==> config.mk <==
export PLATFORM = sky130hd
export DESIGN_NAME = dual_rate_cken
export DESIGN_NICKNAME = d
export VERILOG_FILES = /design/src/rtl/dual_rate_cken_pkg.sv /design/src/rtl/dual_rate_div.sv /design/src/rtl/dual_rate_cfg.sv /design/src/rtl/dual_rate_rst_qual.sv /design/src/rtl/dual_rate_cken.sv
export SDC_FILE = /design/constraint.sdc
export NUM_CORES = 1
export LEC_CHECK = 0
export ABC_CLOCK_PERIOD_IN_PS = 2800
export BUFFER_PORTS_ARGS = -buffer_cell sky130_fd_sc_hd__buf_4
export CORE_MARGIN = 8
export CORE_UTILIZATION = 55
export CTS_CLUSTER_SIZE = 20
export DETAILED_ROUTE_END_ITERATION = 16
export PLACE_DENSITY = 0.94
export SLEW_MARGIN = 25
export SYNTH_ARGS = -nofsm -noshare
export SYNTH_HDL_FRONTEND = slang
export SYNTH_SLANG_ARGS = --single-unit
==> constraint.sdc <==
create_clock -name clk_i -period 2.8 [get_ports clk_i]
set_clock_uncertainty 0.15 [all_clocks]
set_input_delay 0.56 -clock clk_i [delete_from_list [all_inputs] [get_ports clk_i]]
set_output_delay 0.56 -clock clk_i [all_outputs]
set_load 0.02 [all_outputs]
==> src/rtl/dual_rate_cken_pkg.sv <==
package dual_rate_cken_pkg;
  localparam int unsigned NUM_PER = 6;
  localparam int unsigned CFG_W   = 8;
  localparam logic [CFG_W-1:0] CFG_MASK = 8'h7F;

  typedef enum logic [2:0] {
    PER_T0   = 3'd0,
    PER_T1   = 3'd1,
    PER_T2   = 3'd2,
    PER_UART = 3'd3,
    PER_PCA  = 3'd4,
    PER_WDT  = 3'd5
  } per_idx_e;
endpackage

==> src/rtl/dual_rate_div.sv <==
module dual_rate_div #(
  parameter int unsigned FAST_DIV = 6
) (
  input  logic clk_i,
  input  logic rst_ni,
  output logic tick_fast_o,
  output logic tick_slow_o
);
  localparam int unsigned SLOW_DIV = 2 * FAST_DIV;
  localparam int unsigned CW = $clog2(SLOW_DIV);
  localparam logic [CW-1:0] LAST = CW'(SLOW_DIV - 1);
  localparam logic [CW-1:0] MID  = CW'(FAST_DIV - 1);

  logic [CW-1:0] cnt_q;

  always_ff @(posedge clk_i or negedge rst_ni) begin
    if (!rst_ni)            cnt_q <= '0;
    else if (cnt_q == LAST) cnt_q <= '0;
    else                    cnt_q <= cnt_q + 1'b1;
  end

  assign tick_slow_o = (cnt_q == LAST);
  assign tick_fast_o = (cnt_q == LAST) || (cnt_q == MID);

  AST_SLOW_ON_FAST: assert property (@(posedge clk_i) disable iff (!rst_ni)
    tick_slow_o |-> tick_fast_o);
  AST_SLOW_SINGLE: assert property (@(posedge clk_i) disable iff (!rst_ni)
    tick_slow_o |=> !tick_slow_o);
  AST_FAST_SINGLE: assert property (@(posedge clk_i) disable iff (!rst_ni)
    tick_fast_o |=> !tick_fast_o);
endmodule

==> src/rtl/dual_rate_cfg.sv <==
module dual_rate_cfg
  import dual_rate_cken_pkg::*;
(
  input  logic             clk_i,
  input  logic             rst_ni,
  input  logic             clr_i,
  input  logic             commit_i,
  input  logic             wr_i,
  input  logic [CFG_W-1:0] wdata_i,
  output logic [CFG_W-1:0] rd_o,
  output logic [CFG_W-2:0] act_o
);
  logic [CFG_W-1:0] pend_q;
  logic [CFG_W-2:0] act_q;

  always_ff @(posedge clk_i or negedge rst_ni) begin
    if (!rst_ni) begin
      pend_q <= '0;
      act_q  <= '0;
    end else if (clr_i) begin
      pend_q <= '0;
      act_q  <= '0;
    end else begin
      if (wr_i)     pend_q <= wdata_i & CFG_MASK;
      if (commit_i) act_q  <= pend_q[CFG_W-2:0];
    end
  end

  assign rd_o  = pend_q;
  assign act_o = act_q;

  AST_ACT_AT_BOUNDARY: assert property (@(posedge clk_i) disable iff (!rst_ni)
    (!commit_i && !clr_i) |=> $stable(act_q));
  AST_CLR_WINS: assert property (@(posedge clk_i) disable iff (!rst_ni)
    clr_i |=> (rd_o == '0));
  AST_RSV_ZERO: assert property (@(posedge clk_i) disable iff (!rst_ni)
    !rd_o[CFG_W-1]);
endmodule

==> src/rtl/dual_rate_rst_qual.sv <==
module dual_rate_rst_qual #(
  parameter int unsigned FAST_DIV = 6,
  parameter int unsigned HOLD_MC  = 2
) (
  input  logic clk_i,
  input  logic rst_ni,
  input  logic fast_i,
  input  logic pin_i,
  input  logic ext_i,
  output logic cpu_rst_o,
  output logic ext_o
);
  localparam int unsigned THR_FAST = HOLD_MC * FAST_DIV;
  localparam int unsigned THR_SLOW = 2 * THR_FAST;
  localparam int unsigned HW = $clog2(THR_SLOW + 1);
  localparam logic [HW-1:0] LIM_FAST = HW'(THR_FAST - 1);
  localparam logic [HW-1:0] LIM_SLOW = HW'(THR_SLOW - 1);
  localparam logic [HW-1:0] SAT      = HW'(THR_SLOW);

  logic          s1_q, s2_q;
  logic [HW-1:0] hold_q;
  logic [HW-1:0] lim;
  logic          rst_q, ext_q, rel;

  always_ff @(posedge clk_i or negedge rst_ni) begin
    if (!rst_ni) begin
      s1_q <= 1'b0;
      s2_q <= 1'b0;
    end else begin
      s1_q <= pin_i;
      s2_q <= s1_q;
    end
  end

  always_ff @(posedge clk_i or negedge rst_ni) begin
    if (!rst_ni)         hold_q <= '0;
    else if (!s2_q)      hold_q <= '0;
    else if (hold_q < SAT) hold_q <= hold_q + 1'b1;
  end

  assign lim = fast_i ? LIM_FAST : LIM_SLOW;
  assign rel = rst_q && !s2_q;

  always_ff @(posedge clk_i or negedge rst_ni) begin
    if (!rst_ni) begin
      rst_q <= 1'b0;
      ext_q <= 1'b0;
    end else begin
      rst_q <= s2_q && (rst_q || (hold_q >= lim));
      if (rel) ext_q <= ext_i;
    end
  end

  assign cpu_rst_o = rst_q;
  assign ext_o     = ext_q;

  AST_RST_NEEDS_HOLD: assert property (@(posedge clk_i) disable iff (!rst_ni)
    $rose(rst_q) |-> ($past(hold_q) >= LIM_FAST));
  AST_RST_NEEDS_PIN: assert property (@(posedge clk_i) disable iff (!rst_ni)
    $rose(rst_q) |-> $past(s2_q));
  AST_EXT_HELD: assert property (@(posedge clk_i) disable iff (!rst_ni)
    !rel |=> $stable(ext_q));
endmodule

==> src/rtl/dual_rate_cken.sv <==
module dual_rate_cken
  import dual_rate_cken_pkg::*;
#(
  parameter int unsigned FAST_DIV = 6,
  parameter int unsigned HOLD_MC  = 2
) (
  input  logic               clk_i,
  input  logic               rst_ni,
  input  logic               fuse_fast_i,
  input  logic               cfg_wr_i,
  input  logic [CFG_W-1:0]   cfg_wdata_i,
  output logic [CFG_W-1:0]   cfg_o,
  input  logic               rst_pin_i,
  input  logic               ext_acc_i,
  output logic               cpu_rst_o,
  output logic               ext_acc_o,
  output logic               mc_stb_o,
  output logic [NUM_PER-1:0] per_stb_o
);
  logic             tick_fast, tick_slow, fast_mode, cpu_rst;
  logic [CFG_W-2:0] act;

  dual_rate_div #(.FAST_DIV(FAST_DIV)) u_div (
    .clk_i       (clk_i),
    .rst_ni      (rst_ni),
    .tick_fast_o (tick_fast),
    .tick_slow_o (tick_slow)
  );

  dual_rate_cfg u_cfg (
    .clk_i    (clk_i),
    .rst_ni   (rst_ni),
    .clr_i    (cpu_rst),
    .commit_i (tick_slow),
    .wr_i     (cfg_wr_i),
    .wdata_i  (cfg_wdata_i),
    .rd_o     (cfg_o),
    .act_o    (act)
  );

  assign fast_mode = fuse_fast_i | act[0];

  dual_rate_rst_qual #(.FAST_DIV(FAST_DIV), .HOLD_MC(HOLD_MC)) u_rq (
    .clk_i     (clk_i),
    .rst_ni    (rst_ni),
    .fast_i    (fast_mode),
    .pin_i     (rst_pin_i),
    .ext_i     (ext_acc_i),
    .cpu_rst_o (cpu_rst),
    .ext_o     (ext_acc_o)
  );

  assign cpu_rst_o = cpu_rst;
  assign mc_stb_o  = fast_mode ? tick_fast : tick_slow;

  for (genvar i = 0; i < NUM_PER; i++) begin : g_per
    assign per_stb_o[i] = (fast_mode && !act[i+1]) ? tick_fast : tick_slow;

    AST_PER_SLOW_ONLY: assert property (@(posedge clk_i) disable iff (!rst_ni)
      (per_stb_o[i] && !tick_slow) |-> (fast_mode && !act[i+1]));
  end

  AST_SLOW_MODE_ALL: assert property (@(posedge clk_i) disable iff (!rst_ni)
    (mc_stb_o && !fast_mode) |-> (&per_stb_o));
  AST_FUSE_FAST: assert property (@(posedge clk_i) disable iff (!rst_ni)
    (fuse_fast_i && tick_fast) |-> mc_stb_o);
  AST_PER_ON_MC: assert property (@(posedge clk_i) disable iff (!rst_ni)
    (|per_stb_o) |-> mc_stb_o);
endmodule

==> summary.md, run 1 <==
| Metric | Value |
|---|---|
| Cell family with most CP delay | flip-flops |
| CP Launch Type | register |
| Syn Nets | 140 |
| Area Overhead vs Synth | 20.1% |
| CP max FO | 14 |
| Final WL | 2730 um |
| # clock sinks | 27 |
| Worst IR drop on VDD | ~0.64 mV |
| Measured slew at the worst slew-check pin | 569 ps |
| Crit end category | primary output |
| Reg2Reg Depth | 5 |
| Asr flop ratio synth | 1.00 |
| Mean Syn Cell Area | 10.3 um^2 |
| Post-synth EDFFs | 0 |
| CP Buf/Inv Count | 1 |
| Routed Antenna Nets | 0 |
| Antenna violations before repair | 0 |
| Die area | between 4000 and 5000 um^2 |
| Number of antenna diodes | 0 |
| Max-Cap Viols | 0 |
| Setup crit start | u_div.cnt_q[0]$_DFF_PN0_ |
| Fmax | 386 MHz |
| Most common flop cell mapped by yosys | dfrtp_1 |
| I/O Buffers | 28 |
| Inserted Clock Buffers | 3 |
| Yosys cell types | 24 |
| Core area | 2170 um^2 |
| R2r startpoint | u_cfg.act_o[0]$_DFFE_PN0P_ |
| CP required | 2090 ps |
| Crit share post-route | 0.926 |
| Hold Fails Final Rpt | 0 |
| Sequential area share after synthesis | 0.546 |
| Total track usage | 0.146 |
| Crit-path slowest cell | dfrtp_1 |
| Post-route cell area | approximately 1500 um^2 |
| CTS tree | done |
| GRT overflow | 0 |
| DRT Pass-1 Iters | 4 |
| WL per Instance | 15.6 um |
| Levels on crit path | 5 |
| RSZ-0062 raised after global routing | false |
| Setup Crit Path Kind | register to primary output |
| Vias in the first global route | 1,060 |
| CTS Buffer Depth | 2 |
| Routability cong. | approximately 0.77 |
| Die width | 63.4 um |
| Post-Place Setup Slack | 583 ps |
| Ratio of cells with drive above 1 in the final layout | 0.238 |
| Row count | 17 |
| Final setup margin | 208 ps |
| Syn Inst Count | 120 |
| Post CTS Setup Buffer Count | 0 |
| Final setup fails | 0 |
| DRT iter0 DRCs | 30 |
| Slew margin rel. | 0.621 |
| P_leak | 0.744 nW |
| Clock latency on the worst-skew pair | 340 ps |
| Flops & latches, synth | 27 |
| First-pass GRT wire length | roughly 4700 um |
| CTS clk-pin slew, worst paths | 160 ps |
| Post-layout util | 0.685 |
| Max-slew violations | 0 |
| CTS root buffer | clkbuf_4 |
| Worst hold path class | input port to register |
| Worst Setup EP | per_stb_o[4] |
| Outcome | completed |
| Fill count | roughly 170 |
| Syn Std Cell Area | 1240 um^2 |
| Dpl cell area | 1450 um^2 |
| Die Span Y | 63.4 um |
| Yosys warns | 0 |
| Period minus WS final | around 2600 ps |
| Via Count | 962 |
| Crit Reg-Reg Endpoint | u_rq.cpu_rst_o$_DFF_PN0_ |
| CP peak stage delay | 440 ps |
| P per Cell Area | 546 nW/um^2 |
| Setup TNS | 0 ps |
| Initial Utilization | 0.570 |
| CTS HTree Levels | 1 |
| # DRC | 0 |
| Hpwl dp | 2040 um |
| Largest net degree at the start of global routing | 28 |
| Reg-to-reg setup timing slack | 1100 ps |
| Final net count | ~170 |
| Worst path arrival time | between 1500 and 2000 ps |
| Vias per cell | around 5.5 |
| Overall power | just over 0.0008 W |
| Crit-path cells | ha_1, nand3b_2, o31a_1, a21oi_1, buf_4 |
| I/O Pins | 31 |
==> where the power goes <==
group | switching [W] | internal (W)
clock network | 0.000124 | 0.0000548
logic | 0.0000845 | 0.0000754
registers | 0.0000364 | 0.000436
total | 0.000245 | 0.000566
==> cell usage in the layout (no fill, tap or decap) <==
master,instances
buf_4,28
dfrtp_1,27
nand2_1,18
a21oi_1,15
nor2_1,14
mux2i_1,7
ha_1,6
inv_1,5
xnor2_1,3
nand3_1,3
a31oi_1,3
clkbuf_4,3
a211oi_1,2
a21boi_0,2
mux2_2,1
and3b_1,1
nand3b_2,1
o31a_1,1
nor3b_1,1
a21o_1,1
nand4b_1,1
a31o_2,1
conb_1,1
clkinvlp_4,1
dlygate4sd3_1,1
==> routing by layer <==
layer / up-vias / share of wire / wire length (um) / global-route usage
met5: - / 0 / 0 / 0
met4: 0 / 0.0051 / 14 / 0.0669
met3: 2 / 0.052 / 143 / 0.0512
met2: 18 / 0.54 / 1490 / 0.266
met1: 482 / 0.40 / 1090 / 0.144
li1: 460 / - / - / -
==> final cells by class <==
class / count / area (um^2) / area share
inverter: 5 / 18.8 / 0.0126
sequential: 27 / 676 / 0.455
clock inverter: 1 / 7.51 / 0.00505
multi-input combinational: 82 / 507 / 0.341
tap: 28 / 35.0 / 0.0236
clock buffer: 3 / 22.5 / 0.0152
timing repair buffer: 29 / 220 / 0.148
==> logic make-up (layout without fill, tap and decap cells) <==
logic type	count (synthesis)	in the layout	synth area share
AO/OA/AOI/OAI	25	25	0.120
XOR/XNOR	3	3	0.0212
adder cells (fa/ha/maj)	6	6	0.0607
buffers and inverters	11	38	0.0445
flip-flops	27	27	0.546
multiplexers	8	8	0.0657
other	1	1	0.00303
AND/OR/NAND/NOR	39	39	0.139
==> cell usage after synthesis (2+ instances only) <==
cell | instances | area share
dfrtp_1 | 27 | 0.55
nand2_1 | 18 | 0.055
a21oi_1 | 15 | 0.061
nor2_1 | 14 | 0.042
mux2i_1 | 7 | 0.057
ha_1 | 6 | 0.061
inv_1 | 5 | 0.015
a31oi_1 | 3 | 0.015
buf_4 | 3 | 0.018
nand3_1 | 3 | 0.012
xnor2_1 | 3 | 0.021
a211oi_1 | 2 | 0.012
a21boi_0 | 2 | 0.012
buf_2 | 2 | 0.0081
==> repair_timing <==
action	CTS	global route
hold endpoints to repair	27	0
hold buffers	1	0
gates resized for setup	0	0
==> per-stage QoR <==
step | instances | hold slack, ps
5_1_grt | 175 | 135
3_5_place_dp | 170 | 192
4_1_cts | 175 | 155
3_3_place_gp | 170 | 187
2_1_floorplan | 120 | 114
6_report | 175 | 160
==> how the worst min path moves through the flow <==
stage	start	endpoint	slack, ps	cells past startpoint
after floorplan	rst_ni	u_cfg.act_o[0]$_DFFE_PN0P_	110	0
after global placement	u_rq.s1_q$_DFF_PN0_	u_rq.s2_q$_DFF_PN0_	190	0
after detailed placement	u_rq.s1_q$_DFF_PN0_	u_rq.s2_q$_DFF_PN0_	190	0
after CTS	rst_pin_i	u_rq.s1_q$_DFF_PN0_	160	1
after global routing	rst_pin_i	u_rq.s1_q$_DFF_PN0_	140	1
final	rst_pin_i	u_rq.s1_q$_DFF_PN0_	160	1
==> sequential cells by signal, indices dropped and copies added (netlist names) <==
name,flops
u_cfg.act_o,7
u_cfg.rd_o,7
u_div.cnt_q,4
u_rq.cpu_rst_o,1
u_rq.ext_o,1
u_rq.hold_q,5
u_rq.s1_q,1
u_rq.s2_q,1
No activity file was read; power rests on OpenSTA's default activity.
==> inputs of run 2 (changes only) <==
--- a/config.mk
+++ b/config.mk
@@ -8,11 +8,11 @@
 export ABC_CLOCK_PERIOD_IN_PS = 2800
 export BUFFER_PORTS_ARGS = -buffer_cell sky130_fd_sc_hd__buf_4
 export CORE_MARGIN = 8
-export CORE_UTILIZATION = 55
-export CTS_CLUSTER_SIZE = 20
+export CORE_UTILIZATION = 56
 export DETAILED_ROUTE_END_ITERATION = 16
 export PLACE_DENSITY = 0.94
 export SLEW_MARGIN = 25
 export SYNTH_ARGS = -nofsm -noshare
 export SYNTH_HDL_FRONTEND = slang
+export SYNTH_HIERARCHICAL = 1
 export SYNTH_SLANG_ARGS = --single-unit
==> summary.md, run 2 <==
| Metric | Value |
|---|---|
| CTS Buffer Depth | 2 (unchanged) |
| Cell family with most CP delay | flip-flops |
| P per Cell Area | 511 nW/um^2 (-6.3%) |
| Most common flop cell mapped by yosys | dfrtp_1 |
| Clk pwr share | 0.210 (-0.010) |
| GRT overflow | 0 (unchanged) |
| Flops & latches, synth | 27 (unchanged) |
| Largest net degree at the start of global routing | 28 (unchanged) |
| Period minus WS final | 2660 ps (+69.7 ps) |
| Worst path arrival time | 1950 ps (+70 ps) |
| Crit-path cells | ha_1, and3b_1, a31o_1, mux2_2, buf_4 |
| Vias per cell | 5.29 (-3.7%) |
| Setup Crit Path Kind | register to primary output |
| Asr flop ratio synth | 1.00 (unchanged) |
| Sequential area share after synthesis | 0.499 (-0.0469) |
| Yosys warns | 6 (+6) |
| CTS HTree Levels | 1 (unchanged) |
| Antenna violations before repair | 0 (unchanged) |
| Dpl cell area | 1570 um^2 (+8.8%) |
| Clock latency on the worst-skew pair | 340 ps (about the same) |
| Hpwl dp | 1940 um (-4.5%) |
| Fmax | 376 MHz (-2.6%) |
| CP Launch Type | register |
| Row count | 18 (+1) |
| Non-Filler Instances | 177 (+1.1%) |
| Commonest non-fill, non-tap cell in the layout | buf_4 |
| CP required | 2090 ps (about the same) |
| CTS tree | done |
| Inserted Clock Buffers | 3 (unchanged) |
| Die Span Y | 65.2 um (+2.7%) |
| Measured slew at the worst slew-check pin | 512 ps (-56.6 ps) |
| Core area | 2390 um^2 (+10%) |
| Area contributors post-synth | dfrtp_1 50%, mux2i_1 10%, mux2_2 6.7%, ha_1 5.5%, nor2_1 4.7% |
| # DRC | 0 (unchanged) |
| WL per Instance | 14.6 um (-6.5%) |
| Initial Utilization | 0.567 (-0.00327) |
| Hold Fails Final Rpt | 0 (unchanged) |
| Routability cong. | 0.747 (-2.6%) |
| Crit share post-route | 0.951 (+0.0249) |
| Setup TNS | 0 ps (unchanged) |
| DRT iter0 DRCs | 72 (+140%) |
| Total track usage | 0.133 (-0.0128) |
| Logic pwr share | 0.214 (+0.017) |
| Crit end category | primary output |
| Net Sw Frac | 0.297 (-0.00483) |
| Internal Power | 0.000580 W (+2.5%) |
| I/O Buffers | 28 (unchanged) |
| DRT Pass-1 Iters | 5 (+1) |
| First-pass GRT wire length | 4440 um (-6.0%) |
| Ratio of cells with drive above 1 in the final layout | 0.293 (+0.0544) |
| Cell taking the most area after synthesis | dfrtp_1 |
| Syn Nets | 137 (-2.1%) |
| Max-Cap Viols | 0 (unchanged) |
| Syn Std Cell Area | 1350 um^2 (+9.4%) |
| CP peak stage delay | 450 ps (about the same) |
| # clock sinks | 27 (unchanged) |
| Area fraction of the dominant cell type after synthesis | 0.499 (-0.0469) |
| Most frequent cells in the layout | 29 x buf_4, 27 x dfrtp_1, 17 x nor2_1 |
| Final setup fails | 0 (unchanged) |
| Number of antenna diodes | 0 (unchanged) |
| Mean Syn Cell Area | 11.6 um^2 (+12%) |
| Syn Inst Count | 117 (-2.5%) |
| Vias in the first global route | 986 (-7.0%) |
| Top-count cell post-synth | dfrtp_1 |
| Post-synth EDFFs | 0 (unchanged) |
| Crit-path slowest cell | dfrtp_1 |
| RSZ-0062 raised after global routing | false |
| Final net count | 168 (unchanged) |
| Via Count | 937 (-2.6%) |
| Placed insts | 172 (+1.2%) |
| Die area | 4250 um^2 (+5.6%) |
| Die width | 65.2 um (+2.7%) |
| Max-slew violations | 0 (unchanged) |
| CP max FO | 7 (-7) |
| Routed Antenna Nets | 0 (unchanged) |
| Post-route cell area | 1610 um^2 (+8.6%) |
| Worst IR drop on VDD | 0.446 mV (-31%) |
| CTS clk-pin slew, worst paths | 150 ps (about the same) |
| Synth cell count leaders | 27 x dfrtp_1, 17 x nor2_1, 14 x mux2i_1 |
| Worst hold margin | 166 ps (+5.01 ps) |
| Yosys cell types | 29 (+21%) |
| CTS root buffer | clkbuf_4 |
| I/O Pins | 31 (unchanged) |
| CP Buf/Inv Count | 1 (unchanged) |
| Switching power | 0.000245 W (+0.15%) |
| P_leak | 0.780 nW (+4.8%) |
| Reg power frac | 0.577 (-0.005) |
| Final WL | 2580 um (-5.5%) |
| Outcome | completed |
| Worst hold path class | input port to register |
| Slew margin rel. | 0.658 (+0.0378) |
| Area Overhead vs Synth | 19.2% |
| Resize count post-CTS | 0 (unchanged) |
## run 2: cell count changes after synthesis, moves of 6 or more
cell / previous run / this run
o21bai_1: 0 / 6
mux2i_1: 7 / 14
nand2_1: 18 / 3
mux2_2: 1 / 8
a21oi_1: 15 / 2
## run 2: area by class of cell
cell class,count,area [um^2]
multi-input cells,82,628
repair buffers,30,228
clock buffers,3,22.5
clock inverters,1,7.51
well taps,30,37.5
fillers,180,773
inverters,4,15.0
flip-flops and latches,27,676
## run 2: what timing repair did
item	4_1_cts	5_1_grt
hold buffers	1	0
buffers inserted	0	0
hold endpoints to repair	27	0
## run 2: routing by layer
metal | routed length [um] | global-route usage
met1 | 1110 | 0.149
met2 | 1310 | 0.228
met3 | 112 | 0.0289
met4 | 54 | 0.0790
met5 | 0 | 0
## run 2: worst paths after layout
path,cells after the start,slack (ps),to,start
min in group asynchronous,2,490,u_div/cnt_q[0]$_DFF_PN0_,rst_ni
hold / removal,1,170,u_rq/s1_q$_DFF_PN0_,rst_pin_i
setup / recovery,5,140,per_stb_o[5],u_div/cnt_q[0]$_DFF_PN0_
hold reg to reg,0,240,u_rq/s2_q$_DFF_PN0_,u_rq/s1_q$_DFF_PN0_
setup reg to reg,6,890,u_rq/cpu_rst_o$_DFF_PN0_,u_cfg/act_o[0]$_DFFE_PN0P_
max in group asynchronous,2,1760,u_rq/hold_q[3]$_DFFE_PN0P_,rst_ni
## run 2: stage by stage
step,setup slack (ps),utilization,total power [W]
2_1_floorplan,643,-,0.000583
3_3_place_gp,566,0.659,0.000650
3_5_place_dp,525,0.659,0.000661
4_1_cts,119,0.676,0.000834
5_1_grt,35.7,0.676,0.000875
6_report,138,0.676,0.000826
## run 2: cells by family after synthesis
family | count (synthesis) | share of synthesized area
fa+ha+maj | 6 | 0.0555
xor+xnor | 2 | 0.0129
mux | 23 | 0.181
other cells | 1 | 0.00277
flops | 27 | 0.499
buf+inv | 8 | 0.0370
simple gates | 35 | 0.129
compound gates | 15 | 0.0823
## run 2: power by group through the flow
stage / clock, W / combinational [W] / sequential, W
2_1_floorplan: 0 / 0.0000834 / 0.000499
3_3_place_gp: 0 / 0.000170 / 0.000481
3_5_place_dp: 0 / 0.000178 / 0.000483
4_1_cts: 0.000179 / 0.000179 / 0.000476
5_1_grt: 0.000195 / 0.000195 / 0.000484
6_report: 0.000173 / 0.000176 / 0.000476
## run 2: worst register-to-register path: cells and delay by family (launching register included)
kind / cells / cell delay, ps
AOI/OAI and AO/OA: 2 / 500
adders and majority gates: 1 / 240
buffers and inverters: 1 / 60
DFF: 1 / 490
and+or+nand+nor: 2 / 380
